$ cat src/rtl/pll_lock_pkg.sv
package pll_lock_pkg;

   // State of the per-PLL phase measurement
   typedef enum logic [1:0] {
      PH_IDLE = 2'd0,   // waiting for the first edge of a comparison
      PH_UP   = 2'd1,   // reference edge seen, waiting for feedback
      PH_DN   = 2'd2    // feedback edge seen, waiting for reference
   } ph_state_e;

endpackage

$ cat src/rtl/lockdet_phase_meter.sv
module lockdet_phase_meter
   import pll_lock_pkg::*;
#(
   parameter int CNT_W = 4
) (
   input  logic             clk,
   input  logic             rst_n,
   input  logic             clr,
   input  logic             ref_i,
   input  logic             fb_i,
   output logic             pump_o,
   output logic             done_o,
   output logic [CNT_W-1:0] err_o
);

   localparam logic [CNT_W-1:0] CNT_MAX = {CNT_W{1'b1}};
   localparam logic [CNT_W-1:0] CNT_ONE = CNT_W'(1);

   ph_state_e        st_q;
   logic [CNT_W-1:0] cnt_q;
   logic             ref_q, fb_q;
   logic             ref_rise, fb_rise;

   assign ref_rise = ref_i & ~ref_q;
   assign fb_rise  = fb_i  & ~fb_q;

   always_ff @(posedge clk or negedge rst_n) begin
      if (!rst_n) begin
         st_q  <= PH_IDLE;
         cnt_q <= '0;
         ref_q <= 1'b0;
         fb_q  <= 1'b0;
      end else begin
         ref_q <= ref_i;
         fb_q  <= fb_i;
         if (clr) begin
            st_q  <= PH_IDLE;
            cnt_q <= '0;
         end else begin
            unique case (st_q)
               PH_IDLE: begin
                  if (ref_rise && !fb_rise) begin
                     st_q  <= PH_UP;
                     cnt_q <= CNT_ONE;
                  end else if (fb_rise && !ref_rise) begin
                     st_q  <= PH_DN;
                     cnt_q <= CNT_ONE;
                  end
               end
               PH_UP: begin
                  if (fb_rise) begin
                     st_q  <= PH_IDLE;
                     cnt_q <= '0;
                  end else if (cnt_q != CNT_MAX) begin
                     cnt_q <= cnt_q + CNT_ONE;
                  end
               end
               PH_DN: begin
                  if (ref_rise) begin
                     st_q  <= PH_IDLE;
                     cnt_q <= '0;
                  end else if (cnt_q != CNT_MAX) begin
                     cnt_q <= cnt_q + CNT_ONE;
                  end
               end
               default: begin
                  st_q  <= PH_IDLE;
                  cnt_q <= '0;
               end
            endcase
         end
      end
   end

   always_comb begin
      done_o = 1'b0;
      if (!clr) begin
         unique case (st_q)
            PH_IDLE: done_o = ref_rise & fb_rise;
            PH_UP:   done_o = fb_rise;
            PH_DN:   done_o = ref_rise;
            default: done_o = 1'b0;
         endcase
      end
   end

   assign pump_o = (st_q != PH_IDLE);
   assign err_o  = (st_q == PH_IDLE) ? '0 : cnt_q;

endmodule

$ cat src/rtl/lockdet_hyst_filter.sv
module lockdet_hyst_filter #(
   parameter int CNT_W       = 4,
   parameter int ENTRY_TH    = 4,
   parameter int EXIT_TH     = 8,
   parameter int LOCK_CYCLES = 5
) (
   input  logic             clk,
   input  logic             rst_n,
   input  logic             clr,
   input  logic             done_i,
   input  logic [CNT_W-1:0] err_i,
   output logic             locked_o
);

   localparam int               GOOD_W  = $clog2(LOCK_CYCLES + 1);
   localparam logic [CNT_W-1:0] ENTRY_V = CNT_W'(ENTRY_TH);
   localparam logic [CNT_W-1:0] EXIT_V  = CNT_W'(EXIT_TH);
   localparam logic [GOOD_W-1:0] LAST_V = GOOD_W'(LOCK_CYCLES - 1);
   localparam logic [GOOD_W-1:0] ONE_V  = GOOD_W'(1);

   logic              locked_q;
   logic [GOOD_W-1:0] good_q;

   always_ff @(posedge clk or negedge rst_n) begin
      if (!rst_n) begin
         locked_q <= 1'b0;
         good_q   <= '0;
      end else if (clr) begin
         locked_q <= 1'b0;
         good_q   <= '0;
      end else if (done_i) begin
         if (!locked_q) begin
            if (err_i < ENTRY_V) begin
               if (good_q == LAST_V) begin
                  locked_q <= 1'b1;
                  good_q   <= '0;
               end else begin
                  good_q <= good_q + ONE_V;
               end
            end else begin
               good_q <= '0;
            end
         end else if (err_i > EXIT_V) begin
            locked_q <= 1'b0;
         end
      end
   end

   assign locked_o = locked_q;

endmodule

$ cat src/rtl/pll_lock_filter.sv
module pll_lock_filter #(
   parameter int N_PLL       = 3,
   parameter int ENTRY_TH    = 4,
   parameter int EXIT_TH     = 8,
   parameter int LOCK_CYCLES = 5
) (
   input  logic             clk,
   input  logic             rst_n,
   input  logic [N_PLL-1:0] ref_pulse,
   input  logic [N_PLL-1:0] fb_pulse,
   input  logic [N_PLL-1:0] pll_active,
   input  logic [N_PLL-1:0] pll_powerdown,
   input  logic             analog_mode,
   output logic             lock_det
);

   // Saturated error must still read above the exit limit
   localparam int CNT_W = $clog2(EXIT_TH + 2);

   generate
      if (N_PLL < 1) begin : g_bad_n
         $error("N_PLL must be at least 1");
      end
      if (ENTRY_TH < 1) begin : g_bad_entry
         $error("ENTRY_TH must be at least 1");
      end
      if (EXIT_TH <= ENTRY_TH) begin : g_bad_exit
         $error("EXIT_TH must exceed ENTRY_TH");
      end
      if (LOCK_CYCLES < 1) begin : g_bad_cycles
         $error("LOCK_CYCLES must be at least 1");
      end
   endgenerate

   logic [N_PLL-1:0]       incl;
   logic [N_PLL-1:0]       pump;
   logic [N_PLL-1:0]       meas_done;
   logic [N_PLL-1:0]       pll_locked;
   logic [N_PLL*CNT_W-1:0] err_bus;

   assign incl = pll_active & ~pll_powerdown;

   generate
      for (genvar i = 0; i < N_PLL; i++) begin : g_pll
         lockdet_phase_meter #(
            .CNT_W (CNT_W)
         ) u_meter (
            .clk    (clk),
            .rst_n  (rst_n),
            .clr    (pll_powerdown[i]),
            .ref_i  (ref_pulse[i]),
            .fb_i   (fb_pulse[i]),
            .pump_o (pump[i]),
            .done_o (meas_done[i]),
            .err_o  (err_bus[i*CNT_W +: CNT_W])
         );

         lockdet_hyst_filter #(
            .CNT_W       (CNT_W),
            .ENTRY_TH    (ENTRY_TH),
            .EXIT_TH     (EXIT_TH),
            .LOCK_CYCLES (LOCK_CYCLES)
         ) u_filter (
            .clk      (clk),
            .rst_n    (rst_n),
            .clr      (pll_powerdown[i]),
            .done_i   (meas_done[i]),
            .err_i    (err_bus[i*CNT_W +: CNT_W]),
            .locked_o (pll_locked[i])
         );
      end
   endgenerate

   assign lock_det = analog_mode ? ~|(pump & incl) : &(pll_locked | ~incl);

endmodule

$ cat config.mk
export PLATFORM = sky130hd
export DESIGN_NAME = pll_lock_filter
export DESIGN_NICKNAME = d
export VERILOG_FILES = /design/src/rtl/pll_lock_pkg.sv /design/src/rtl/lockdet_phase_meter.sv /design/src/rtl/lockdet_hyst_filter.sv /design/src/rtl/pll_lock_filter.sv
export SDC_FILE = /design/constraint.sdc
export NUM_CORES = 1
export LEC_CHECK = 0
export BUFFER_PORTS_ARGS = -buffer_cell sky130_fd_sc_hd__buf_2
export CORE_ASPECT_RATIO = 0.5
export CORE_MARGIN = 1
export CORE_UTILIZATION = 35
export DETAILED_ROUTE_END_ITERATION = 8
export PLACE_DENSITY = 0.56
export SETUP_SLACK_MARGIN = 0.4
export SLEW_MARGIN = 15
export SYNTH_ARGS = -nofsm -noshare
export SYNTH_HDL_FRONTEND = slang
export SYNTH_SLANG_ARGS = --single-unit
$ cat constraint.sdc
create_clock -name clk -period 1.9 [get_ports clk]
set_clock_uncertainty 0.05 [all_clocks]
set_input_delay 0.285 -clock clk [delete_from_list [all_inputs] [get_ports clk]]
set_output_delay 0.285 -clock clk [all_outputs]
set_load 0.01 [all_outputs]
# ---- Yosys cells after proc, flatten, opt, wreduce, memory -nomap -nowiden
# Cells that the tools add are included.
dict set report totals {
  register_bits 36
  in_bits 15
  out_inout_bits 1
  wordCells 186
}
dict set report classes {
  addsub 6
  order_cmp 6
  eq_ne 24
  n_mux 82
  bitwise 20
  n_reduce_logical 30
}
# op count
set ops {}
lappend ops {{$mux W4} 21}
lappend ops {{$mux W3} 15}
lappend ops {{$pmux W4 S3} 3}
lappend ops {{$mux W2} 15}
lappend ops {{$mux W1} 22}
lappend ops {{$ne A3 B2 Y1 const B} 6}
lappend ops {{$pmux W2 S3} 3}
lappend ops {{$add A4 B1 Y4 const B} 3}
lappend ops {{$gt A4 B4 Y1 const B} 3}
lappend ops {{$lt A4 B3 Y1 const B} 3}
lappend ops {{$ne A4 B2 Y1 const B} 3}
lappend ops {{$ne A4 B4 Y1 const B} 3}
lappend ops {{$reduce_and A3 Y1} 4}
lappend ops {{$reduce_bool A2 Y1} 6}
lappend ops {{$add A3 B1 Y3 const B} 3}
lappend ops {{$and A1 B1 Y1} 9}
lappend ops {{$eq A3 B3 Y1 const B} 3}
lappend ops {{$pmux W1 S3} 3}
lappend ops {{$logic_not A1 Y1} 7}
lappend ops {{$and A3 B3 Y3} 2}
lappend ops {{$eq A2 B1 Y1 const B} 3}
lappend ops {{$eq A2 B2 Y1 const B} 3}
lappend ops {{$logic_and A1 B1 Y1} 6}
lappend ops {{$logic_not A2 Y1} 3}
lappend ops {{6 further kinds} 16}

# ---- Logic depth before layout (Yosys ltp)
# Gate-level depths: netlist of the first run.
dict set report logic_depth {
  ltp_word 8
  ltp_mapped 7
  depth_no_buf 7
}

# ---- Cells and area by module
# Synthesis of the first run repeated with hierarchy kept, for this count alone.
dict set report hier_totals {
  hier_cells 240
  hier_area_um2 2224.6
}
# mod n_inst cells_each area_each_um2 seq_area_each_um2
set by_module_without_submodules {}
lappend by_module_without_submodules {lockdet_phase_meter 3 51 476.7 200.2}
lappend by_module_without_submodules {lockdet_hyst_filter 3 26 244.0 100.1}
lappend by_module_without_submodules {pll_lock_filter 1 9 62.6 0.0}

# ---- Worst setup path before layout of the first run
# Ideal clock, no wire load.
dict set report synth_path {
  path_kind {reg-to-reg}
  start {register g_pll[0].u_meter.fb_q}
  end {register g_pll[0].u_meter.cnt_q[1]}
  setup_time_ns 0.136
  t_arrival_ns 1.691
  required_time_ns 1.714
  slack_ns 0.023
  path_stages_with_launch 7
  path_buffers 0
  synth_period_minus_slack_ns 1.877
  path_cell_list {dfrtp_1 -> nand2b_1 -> ha_1 -> or4b_1 -> nand2_1 -> mux2i_1 -> nor3_1}
}
dict set report synth_between {
  elab_chain_cells 7
  elab_cells_between_ends 10
  classes_between {eq/ne (1); mux (4); bitwise (2); reduce/logical (3)}
}
# item line_no
set synth_rtl {}
lappend synth_rtl {{start: declaration} lockdet_phase_meter.sv:21} ;# logic ref_q, fb_q;
lappend synth_rtl {{start signal: assignment} lockdet_phase_meter.sv:35} ;# fb_q <= fb_i;
lappend synth_rtl {{$not A1 Y1 *} lockdet_phase_meter.sv:25} ;# assign fb_rise = fb_i & ~fb_q;
lappend synth_rtl {{$and A1 B1 Y1 *} lockdet_phase_meter.sv:25}
lappend synth_rtl {{$logic_not A1 Y1} lockdet_phase_meter.sv:42} ;# if (ref_rise && !fb_rise) begin
lappend synth_rtl {{$logic_and A1 B1 Y1} lockdet_phase_meter.sv:42}
lappend synth_rtl {{$mux W4} lockdet_phase_meter.sv:42}
lappend synth_rtl {{$pmux W4 S3} lockdet_phase_meter.sv:40} ;# unique case (st_q)
lappend synth_rtl {{$mux W4} lockdet_phase_meter.sv:36} ;# if (clr) begin
lappend synth_rtl {{end signal: assignment} lockdet_phase_meter.sv:55} ;# cnt_q <= cnt_q + CNT_ONE;
lappend synth_rtl {{end signal: assignment} lockdet_phase_meter.sv:63} ;# cnt_q <= cnt_q + CNT_ONE;
lappend synth_rtl {{end: declaration} lockdet_phase_meter.sv:20} ;# logic [CNT_W-1:0] cnt_q;
# Every way passes the cells marked *; elsewhere a longest branch is shown, timed or not.
# A chain may end at the register's enable or synchronous reset.

# ---- Worst setup path in the final report of the first run
dict set report layout_path {
  start {register g_pll[2].u_meter.st_q[1]}
  end {register g_pll[2].u_filter.good_q[2]}
}
dict set report layout_between {
  elab_chain_cells 7
  elab_cells_between_ends 13
  classes_between {order compare (1); eq/ne (2); mux (7); reduce/logical (3)}
}
# item line_no
set layout_rtl {}
lappend layout_rtl {{start: declaration} lockdet_phase_meter.sv:19} ;# ph_state_e st_q;
lappend layout_rtl {{start signal: assignment} lockdet_phase_meter.sv:29} ;# st_q <= PH_IDLE;
lappend layout_rtl {{start signal: assignment} lockdet_phase_meter.sv:37} ;# st_q <= PH_IDLE;
lappend layout_rtl {{start signal: assignment} lockdet_phase_meter.sv:43} ;# st_q <= PH_UP;
lappend layout_rtl {{$logic_not A2 Y1} {lockdet_phase_meter.sv:78, lockdet_phase_meter.sv:88}}
lappend layout_rtl {{$mux W4} lockdet_phase_meter.sv:88} ;# assign err_o = (st_q == PH_IDLE) ? '0 : cnt_q;
lappend layout_rtl {{$lt A4 B3 Y1} lockdet_hyst_filter.sv:33} ;# if (err_i < ENTRY_V) begin
lappend layout_rtl {{$mux W3} lockdet_hyst_filter.sv:33}
lappend layout_rtl {{$mux W3} lockdet_hyst_filter.sv:32} ;# if (!locked_q) begin
lappend layout_rtl {{$mux W3} lockdet_hyst_filter.sv:31} ;# end else if (done_i) begin
lappend layout_rtl {{$mux W3} lockdet_hyst_filter.sv:28} ;# end else if (clr) begin
lappend layout_rtl {{end signal: assignment} lockdet_hyst_filter.sv:38} ;# good_q <= good_q + ONE_V;
lappend layout_rtl {{end: declaration} lockdet_hyst_filter.sv:22} ;# logic [GOOD_W-1:0] good_q;
# Several ways; a longest one is shown, not always the timed one. The select of a mux whose other input is x is not followed.

==> results of run 1 <==
[flip-flops by register name, indices dropped and copies added, names as in the netlist]
name and cells:
g_pll.u_meter.cnt_q 12, g_pll.u_filter.good_q 9, g_pll.u_meter.st_q 6, g_pll.u_filter.locked_o 3, g_pll.u_meter.fb_q 3, g_pll.u_meter.ref_q 3
[what timing repair did]
item,4_1_cts,5_1_grt
pin swaps,14,13
gates resized for setup,26,29
setup endpoints to repair,21,29
setup buffers,15,5
[power by group through the flow]
stage / registers, W / clock network [W] / logic, W
4_1_cts: 0.000864 / 0.000869 / 0.000410
3_3_place_gp: 0.000878 / 0 / 0.000341
5_1_grt: 0.000875 / 0.000903 / 0.000517
6_report: 0.000867 / 0.000844 / 0.000469
2_1_floorplan: 0.000852 / 0 / 0.000269
3_5_place_dp: 0.000878 / 0 / 0.000350
[cell usage after synthesis (all sizes together) (3+ instances only)]
cell,number,area share (%)
nor3,22,4.6
o31ai,5,1.6
nand3,9,1.9
nand4,3,0.79
o32ai,4,1.8
o22ai,4,1.1
mux2i,7,3.0
nand2,15,2.5
nand2b,10,3.0
nor3b,5,1.6
clkbuf,5,0.79
dfrtp,36,38
o21ai,5,1.1
ha,15,7.9
a22oi,3,0.95
inv,20,3.2
a21oi,13,2.7
nor2,12,1.9
nor2b,9,2.4
a2111oi,4,1.5
buf,5,1.6
[cells in the final DEF (no fill, tap or decap), types with 3 or more instances in the layout]
master	netlist	routed
nor2b_1	9	6
a21oi_1	13	10
nand2b_4	1	4
o22ai_1	4	3
dfrtp_1	36	31
buf_2	3	15
o21ai_0	5	3
a2111oi_2	0	3
o31ai_1	5	4
o32ai_2	1	3
inv_2	0	3
mux2i_1	7	6
nor3b_1	5	3
ha_4	0	4
dfrtp_2	0	5
ha_1	15	9
clkbuf_16	0	5
inv_1	20	15
buf_6	2	5
nor3_2	0	5
nand4_1	3	3
nor3_1	22	17
buf_4	0	23
nor2_1	12	12
nand3_1	9	9
nand2_1	14	12
nand2b_1	9	6
[worst max-delay path by stage]
| stage | end | cells past startpoint |
|---|---|---|
| finish | g_pll[2].u_filter.good_q[2]$_DFFE_PN0P_ | 4 |
| global route | g_pll[1].u_meter.cnt_q[3]$_DFFE_PN0P_ | 6 |
| CTS | g_pll[0].u_filter.good_q[2]$_DFFE_PN0P_ | 4 |
| detailed placement | g_pll[1].u_meter.cnt_q[3]$_DFFE_PN0P_ | 7 |
| global placement | g_pll[0].u_meter.cnt_q[2]$_DFFE_PN0P_ | 6 |
| floorplan | g_pll[0].u_meter.cnt_q[1]$_DFFE_PN0P_ | 6 |
[cell families (layout without fill, tap and decap cells)]
kind of cell             Yosys count  count (layout)  share of synthesized area [%]
adder cells (fa/ha/maj)           15              15                           7.90
XOR/XNOR                           1               1                          0.369
buffers and inverters             30              71                           5.53
flip-flops                        36              36                           37.9
multiplexers                       7               7                           2.95
AO/OA/AOI/OAI                     61              61                           19.8
AND/OR/NAND/NOR                  102             102                           25.6
[stage by stage]
| step | hold slack [ns] | std cells | TNS [ns] | util [%] | power, W |
|---|---|---|---|---|---|
| floorplan | -0.0606 | 252 | 0 | - | 0.00112 |
| global placement | 0.315 | 353 | 0 | 42.0 | 0.00122 |
| detailed placement | 0.317 | 353 | -0.0421 | 42.0 | 0.00123 |
| CTS | 0.00801 | 376 | 0 | 47.8 | 0.00214 |
| global route | 0.0401 | 381 | -0.0164 | 50.6 | 0.00229 |
| finish | -0.0118 | 381 | 0 | 50.6 | 0.00218 |
[worst register-to-register path: stages, from the launching register on]
cell	delay (ns)
dfrtp_2	0.46
and2b_4	0.29
nand2_1	0.15
a2111o_1	0.54
o311ai_2	0.24
[cell type report]
class,instances,area (µm²)
fill,583,3110
multi-input combinational,186,1640
sequential,36,907
timing repair buffer,43,304
clock buffer,6,139
tap,88,110
inverter,20,80.1
clock inverter,2,10.0
[routing by layer]
metal	GRT usage, %	part of all wire (%)	vias up
li1	-	-	1021
met1	20.3	47	1017
met2	29.7	49	22
met3	4.20	2.6	10
met4	9.40	2.0	0
met5	0	0	-
==> metrics.cfg, run 1 <==
[outcome]
status = finished with violations
violations = hold timing

[global_route]
grt_max_degree = 37
grt_pass1_vias = 2002
grt_pass1_wl_um = 9320
grt_usage_pct = 17.2
grt-ovfl-total = 0
antenna_found_initial = 0

[cts]
cts_hold_buf = 0
cts_root_buf = clkbuf_16
cts-buffers-inserted = 5
h-tree-depth = 2
cts_tree = yes
insertion_delay_ns = 0.29
cts.sinks = 36
clk_pin_slew_ns = 0.06
cts_max_path_buffers = 2

[die]
rows = 20
coreArea_um2 = 6310
start_util_pct = 37.7
die_x_um = 118
ios = 16
fp.dieArea_um2 = 7140
die-height_um = 60.2

[logic_synthesis]
syn_nets = 282
syn_avg_cell_area_um2 = 9.42
synth_area_um2 = 2370
yosysWarningCount = 0
synth_edf_count = 0
ys_ff_latch = 36
synthArstFlopShare_pct = 100
synthCells = 252
ys.flop_type = dfrtp_1
yosysUniqueCellTypes = 59
yosysSeqAreaShare_pct = 37.9

[place]
hpwl_um = 3580
placed_cell_area_um2 = 2650
port_buffers = 15
gp_congestion = 0.815
pre_cts_slack_ns = -0.0421

[pwr]
share_seq_of_total_power_pct = 39.8
p_leak_nw = 1.38
clock_power_share_pct = 38.7
p_sw_w = 0.000621
power_density_nw_per_um2 = 683
peakVddDrop_mv = 0.308
comb_power_share_pct = 21.5
p_sw_share_pct = 28.5
p_int_w = 0.00156

[worst_setup_path]
worstSetupStartpoint = g_pll[2].u_meter.st_q[1]$_DFFE_PN0P_
r2r-end = g_pll[2].u_filter.good_q[2]$_DFFE_PN0P_
crit_slowest_cell = a2111o_1
cp_num_buf_inv = 0
arrival_ns = 1.97
critPathKind = reg -> reg
worst_r2r_startpoint = g_pll[2].u_meter.st_q[1]$_DFFE_PN0P_
critPathLaunchType = register
max_stage_delay_ns = 0.54
worst_setup_path_end_kind = register
r2r_cells = 4
crit_family = compound AO/OA/AOI/OAI gates
crit_required_ns = 2.04
r2r_setup_slack_ns = 0.08
crit_chain = and2b_4 -> nand2_1 -> a2111o_1 -> o311ai_2
worstPathMaxFanout = 8

[timing]
setup_ws_ns = 0.0753
finalSetupViolCount = 0
hold_violations = 19
fmax_ghz = 0.548
hold_ws_ns = -0.0118
slew-limit-headroom_pct = 68.4
rsz0062_at_grt = true
drv_slew = 0
fin_crit_sh_pct = 96.0
worst_slew_pin_slew_ns = 0.474
fin_crit_ns = 1.82

[detailed_routing]
drc = 0
antenna_left = 0
via_per_inst = 5.43
drt-initial-drc-count = 93
vias = 2070
wire_per_inst_um = 15.3
dr.pass1.iters = 4
routed_wl_um = 5830

[final_layout]
drive_above_1_share_pct = 39.6
finalInstanceArea_um2 = 3190
diodes = 0
syn2layout_area_growth_pct = 34.4
fin_nets = 322

[min_path]
hold_class = in -> async

[job]
max_cap_violations = 0

Note: power is estimated with default switching activity, not from simulation.
==> run 2: changes to the inputs <==
==> constraint.sdc (replaced) <==
create_clock -name clk -period 1.9 [get_ports clk]
set_clock_uncertainty 0.05 [all_clocks]
set_input_delay 0.095 -clock clk [delete_from_list [all_inputs] [get_ports clk]]
set_output_delay 0.095 -clock clk [all_outputs]
set_load 0.01 [all_outputs]
==> run 2 against run 1 <==
  * The flow now finishes without violations
  * Largest power group unchanged
  * Utilization rose by 2.7 points
  * Sequential cell count did not move
  * Via count rose by 4.0%
  * Critical endpoint is now g_pll[0].u_meter.cnt_q[1]$_DFFE_PN0P_
  * Routed wire length increased by 4.6%
==> metrics.cfg, run 2 (same netlist as run 1, synthesis figures left out) <==
[worst_setup_path]
cp_num_buf_inv = 0
worst_setup_path_end_kind = register
worstPathMaxFanout = 4
critPathLaunchType = register
worstSetupStartpoint = g_pll[0].u_meter.fb_q$_DFF_PN0_
critPathKind = reg -> reg
crit_family = simple AND/OR/NAND/NOR gates
crit_slowest_cell = or4b_4
max_stage_delay_ns = 0.49
arrival_ns = 1.92
crit_required_ns = 2.01
crit_chain = nand2b_4 -> ha_4 -> or4b_4 -> nand2_2 -> mux2i_1 -> nor3_1
worst_r2r_startpoint = g_pll[0].u_meter.fb_q$_DFF_PN0_

[outcome]
status = finished clean

[cts]
cts.sinks = 36
h-tree-depth = 2
clk_pin_slew_ns = 0.06
cts_root_buf = clkbuf_16
insertion_delay_ns = 0.29
cts-buffers-inserted = 5
cts_tree = yes
cts_max_path_buffers = 2

[final_layout]
nFillCells = 548
final_core_util_pct = 53.3
largest_reg_flops = 12
final_cell_mix = 30 x dfrtp_1, 26 x buf_4, 17 x nor3_1
final_common_cell = dfrtp_1
diodes = 0
largestRegisters = g_pll.u_meter.cnt_q: 12 flops, g_pll.u_filter.good_q: 9 flops, g_pll.u_meter.st_q: 6 flops
syn2layout_area_growth_pct = 41.6
regMostFlops = g_pll.u_meter.cnt_q
drive_above_1_share_pct = 42.2
fin_nets = 337

[timing]
hold_violations = 0
fin_crit_ns = 1.81
fin_tns_setup_ns = 0
fin_crit_sh_pct = 95.1
slew-limit-headroom_pct = 66.9
fmax_ghz = 0.553
rsz0062_at_grt = true
worst_slew_pin_slew_ns = 0.497
drv_slew = 0
finalSetupViolCount = 0

[detailed_routing]
via_per_inst = 5.43
routed_wl_um = 6090
antenna_left = 0
vias = 2152
drt-initial-drc-count = 112
drc = 0
wire_per_inst_um = 15.4
dr.pass1.iters = 4

[global_route]
antenna_found_initial = 0
grt_pass1_wl_um = 9920
grt_usage_pct = 18.1
grt_pass1_vias = 2140
grt_max_degree = 37
grt-ovfl-total = 0

[pwr]
clock_power_share_pct = 38.0
p_sw_share_pct = 28.9
comb_power_share_pct = 23.2
share_seq_of_total_power_pct = 38.8
p_sw_w = 0.000645
power_density_nw_per_um2 = 665
p_leak_nw = 1.43
p_int_w = 0.00159
peakVddDrop_mv = 0.412

[place]
port_buffers = 15
hpwl_um = 3590
gp_congestion = 0.792

[die]
fp.dieArea_um2 = 7140
die_x_um = 118
rows = 20
ios = 16
die-height_um = 60.2
start_util_pct = 37.7
coreArea_um2 = 6310

[job]
max_cap_violations = 0

[min_path]
hold_class = in -> reg
hp-start = pll_powerdown[0]

## run 2: cell count changes in the layout (fill, tap and decap cells not counted), moves of 2 or more
cell and delta:
dlygate4sd3_1 +7, buf_4 +3, buf_6 +3, a21oi_1 -2, a21oi_2 +2, inv_4 +2, o31ai_1 -2, o31ai_2 +2
## run 2: layer usage
metal	wire length [µm]	GRT usage, %	vias up
met5	0	0	-
met4	116	7.41	0
met3	219	4.48	13
met2	2940	32.4	41
met1	2820	21.5	1042
li1	-	-	1056
## run 2: worst min-delay path: cells and delay by family
kind	cells	cell delay, ns
compound gates	1	0.06
buf+inv	1	0.10
simple gates	1	0.15
## run 2: area by class of cell
class | instances | area, µm² | share of cell area, %
Clock inverter | 2 | 10.0 | 0.298
Sequential cell | 36 | 908 | 27.0
Inverter | 20 | 85.1 | 2.53
Tap cell | 88 | 110 | 3.27
Multi-Input combinational cell | 186 | 1670 | 49.7
Clock buffer | 6 | 139 | 4.13
Timing Repair Buffer | 58 | 439 | 13.1
## run 2: per-stage QoR
step	instance area (µm²)	std cells	hold WS (ns)	worst slack [ns]	power [W]
after floorplan	2460	252	-0.251	0.153	0.00112
after global placement	2630	350	0.123	0.0947	0.00121
after detailed placement	2630	350	0.131	0.0753	0.00122
after CTS	3100	384	0.128	0.0702	0.00217
after global routing	3360	396	0.120	0.0475	0.00235
final	3360	396	0.110	0.0925	0.00224
## run 2: worst paths after layout
| kind | end | slack [ns] | depth (start not counted) |
|---|---|---|---|
| min | g_pll[0].u_meter.cnt_q[2]$_DFFE_PN0P_ | 0.11 | 3 |
| max in group asynchronous | g_pll[0].u_meter.st_q[1]$_DFFE_PN0P_ | 1.07 | 3 |
| min in group asynchronous | g_pll[2].u_meter.cnt_q[2]$_DFFE_PN0P_ | 0.35 | 3 |
| max | g_pll[0].u_meter.cnt_q[1]$_DFFE_PN0P_ | 0.09 | 6 |
| min reg2reg | g_pll[2].u_filter.good_q[2]$_DFFE_PN0P_ | 0.51 | 1 |
| max reg2reg | g_pll[0].u_meter.cnt_q[1]$_DFFE_PN0P_ | 0.09 | 6 |
## run 2: timing repair
item | 4_1_cts | 5_1_grt
pin swaps | 17 | 28
setup buffers | 19 | 12
cloned | 0 | 0
hold endpoints to repair | 42 | 0
endpoints found under the setup margin | 21 | 30
hold buffers | 7 | 0
gates resized for setup | 29 | 40
## run 2: power by group through the flow
| stage | combinational, W | clock [W] | sequential, W |
|---|---|---|---|
| 3_3_place_gp | 0.000335 | 0 | 0.000878 |
| 3_5_place_dp | 0.000345 | 0 | 0.000878 |
| 4_1_cts | 0.000430 | 0.000873 | 0.000863 |
| 5_1_grt | 0.000566 | 0.000912 | 0.000876 |
| 2_1_floorplan | 0.000269 | 0 | 0.000852 |
| 6_report | 0.000518 | 0.000851 | 0.000868 |
==> run 3: changes to the inputs <==
--- a/config.mk
+++ b/config.mk
@@ -10,7 +10,7 @@
 export CORE_MARGIN = 1
 export CORE_UTILIZATION = 35
 export DETAILED_ROUTE_END_ITERATION = 8
-export PLACE_DENSITY = 0.56
+export PLACE_DENSITY = 0.54
 export SETUP_SLACK_MARGIN = 0.4
 export SLEW_MARGIN = 15
 export SYNTH_ARGS = -nofsm -noshare
==> constraint.sdc (replaced) <==
create_clock -name clk -period 1.84 [get_ports clk]
set_clock_uncertainty 0.05 [all_clocks]
set_input_delay 0.092 -clock clk [delete_from_list [all_inputs] [get_ports clk]]
set_output_delay 0.092 -clock clk [all_outputs]
set_load 0.01 [all_outputs]
==> run 3 against run 2 <==
  * Clock power barely moved
  * Sequential power up 2.9%
  * Design area up 1.3%
  * Sequential cell count did not move
  * Routed wire length decreased by 3.4%
  * Via count shrank 3.0%
  * First-iteration DRC count is 27% lower
  * Sequential share of layout area is 0.37 points lower
  * Critical path type unchanged
  * Largest power group unchanged
==> metrics.cfg, run 3 (same netlist as run 1, synthesis figures left out) <==
[detailed_routing]
antenna_left = 0
via_per_inst = 5.32
drc = 0
routed_wl_um = 5890
wire_per_inst_um = 15.0
dr.pass1.iters = 4
drt-initial-drc-count = 82
vias = 2087

[place]
hpwl_um = 3760
port_buffers = 15
gp_congestion = 0.778
pre_cts_slack_ns = -0.0117
dp.cells = 354

[outcome]
status = finished clean

[worst_setup_path]
worst_setup_path_end_kind = register
r2r_setup_slack_ns = 0.04
crit_required_ns = 1.94
r2r_cells = 6
critPathKind = reg -> reg
critPathLaunchType = register
arrival_ns = 1.89
worst_r2r_startpoint = g_pll[0].u_meter.fb_q$_DFF_PN0_
worstPathMaxFanout = 4
r2r-end = g_pll[0].u_meter.cnt_q[1]$_DFFE_PN0P_

[timing]
fin_crit_sh_pct = 97.6
rsz0062_at_grt = true
hold_violations = 0
slew-limit-headroom_pct = 60.0
worst_slew_pin_slew_ns = 0.599
drv_slew = 0
setup_ws_ns = 0.0442
fmax_ghz = 0.557
finalSetupViolCount = 0
fin_tns_setup_ns = 0
fin_crit_ns = 1.80

[cts]
cts.sinks = 36
insertion_delay_ns = 0.28
cts-buffers-inserted = 5
cts_max_path_buffers = 2
h-tree-depth = 2
cts_root_buf = clkbuf_16
cts_tree = yes
clk_pin_slew_ns = 0.05

[final_layout]
drive_above_1_share_pct = 44.1
finalNonFillerCells = 392
regMostFlops = g_pll.u_meter.cnt_q
largest_reg_flops = 12
final_cell_mix = 31 x dfrtp_1, 20 x buf_4, 15 x buf_2
largestRegisters = g_pll.u_meter.cnt_q: 12 flops, g_pll.u_filter.good_q: 9 flops, g_pll.u_meter.st_q: 6 flops
final_core_util_pct = 54.0
fin_nets = 333
syn2layout_area_growth_pct = 43.4
diodes = 0
final_common_cell = dfrtp_1

[min_path]
hold_class = in -> reg
hold_path_end = g_pll[1].u_meter.cnt_q[0]$_DFFE_PN0P_
hold_depth = 2
hp-start = pll_powerdown[1]

[die]
die_x_um = 118
die-height_um = 60.2
coreArea_um2 = 6310
rows = 20
start_util_pct = 37.7
fp.dieArea_um2 = 7140
ios = 16

[global_route]
grt_usage_pct = 17.9
grt_max_degree = 26
grt_pass1_wl_um = 9810
grt_pass1_vias = 2050
antenna_found_initial = 0
grt-ovfl-total = 0

[pwr]
peakVddDrop_mv = 0.302
power_density_nw_per_um2 = 673
p_leak_nw = 1.44

[job]
max_cap_violations = 0

## run 3: changes by cell type in the layout (fill, tap and decap cells not counted), moves of 2 or more
cell and delta:
buf_4 -6, buf_6 +3, nor3_1 -3, clkbuf_1 +2, clkinv_2 -2, nand2_1 -2, nand2_4 +2, nor2_1 -2
nor2_2 +2, nor3_2 +2, nor4bb_1 +2, o21ai_2 +2
## run 3: critical path: stages (launching register included)
cell and delay [ns]:
dfrtp_1 0.37, nand2b_4 0.16, ha_4 0.26, or4b_4 0.50
nand2_2 0.09, mux2i_1 0.18, nor3_1 0.06
## run 3: stage by stage
step	hold WS, ns	total power, W	instance area [µm²]
2_1_floorplan	-0.254	0.00116	2460
3_3_place_gp	0.0838	0.00127	2660
3_5_place_dp	0.0898	0.00127	2660
4_1_cts	0.132	0.00224	3180
5_1_grt	0.185	0.00242	3410
6_report	0.172	0.00229	3410
## run 3: final cells by class
cell class                      instances  area [µm²]
Sequential cell                        36         907
Multi-Input combinational cell        186        1720
Inverter                               20        85.1
Fill cell                             568        2900
Clock buffer                            8         146
Tap cell                               88         110
Timing Repair Buffer                   54         439
## run 3: worst max-delay path by stage
| stage | startpoint | end | depth (start not counted) |
|---|---|---|---|
| 6_report | g_pll[0].u_meter.fb_q$_DFF_PN0_ | g_pll[0].u_meter.cnt_q[1]$_DFFE_PN0P_ | 6 |
| 5_1_grt | g_pll[1].u_meter.fb_q$_DFF_PN0_ | g_pll[1].u_meter.cnt_q[1]$_DFFE_PN0P_ | 8 |
| 4_1_cts | g_pll[0].u_meter.fb_q$_DFF_PN0_ | g_pll[0].u_meter.cnt_q[1]$_DFFE_PN0P_ | 6 |
| 3_5_place_dp | g_pll[1].u_meter.fb_q$_DFF_PN0_ | g_pll[1].u_meter.cnt_q[3]$_DFFE_PN0P_ | 6 |
| 3_3_place_gp | g_pll[0].u_meter.fb_q$_DFF_PN0_ | g_pll[0].u_meter.cnt_q[2]$_DFFE_PN0P_ | 4 |
| 2_1_floorplan | g_pll[0].u_meter.fb_q$_DFF_PN0_ | g_pll[0].u_meter.cnt_q[1]$_DFFE_PN0P_ | 6 |
## run 3: routing by layer
layer,wire length [µm],global-route usage [%]
met1,2760,21.4
met2,2940,33.0
met3,140,4.39
met4,46,4.52
met5,0,0
## run 3: where the power goes
part / total, W / internal, W / switching, W
sequential: 0.000893 / 0.000835 / 0.0000585
combinational: 0.000551 / 0.000280 / 0.000271
clock: 0.000849 / 0.000540 / 0.000309
## run 3: repair_timing
item / CTS / global route
cloned: 0 / 0
endpoints found under the hold margin: 29 / 0
hold buffers: 7 / 0
pin swaps: 15 / 19
endpoints found under the setup margin: 25 / 29
resized for setup: 37 / 47
setup buffers: 20 / 3
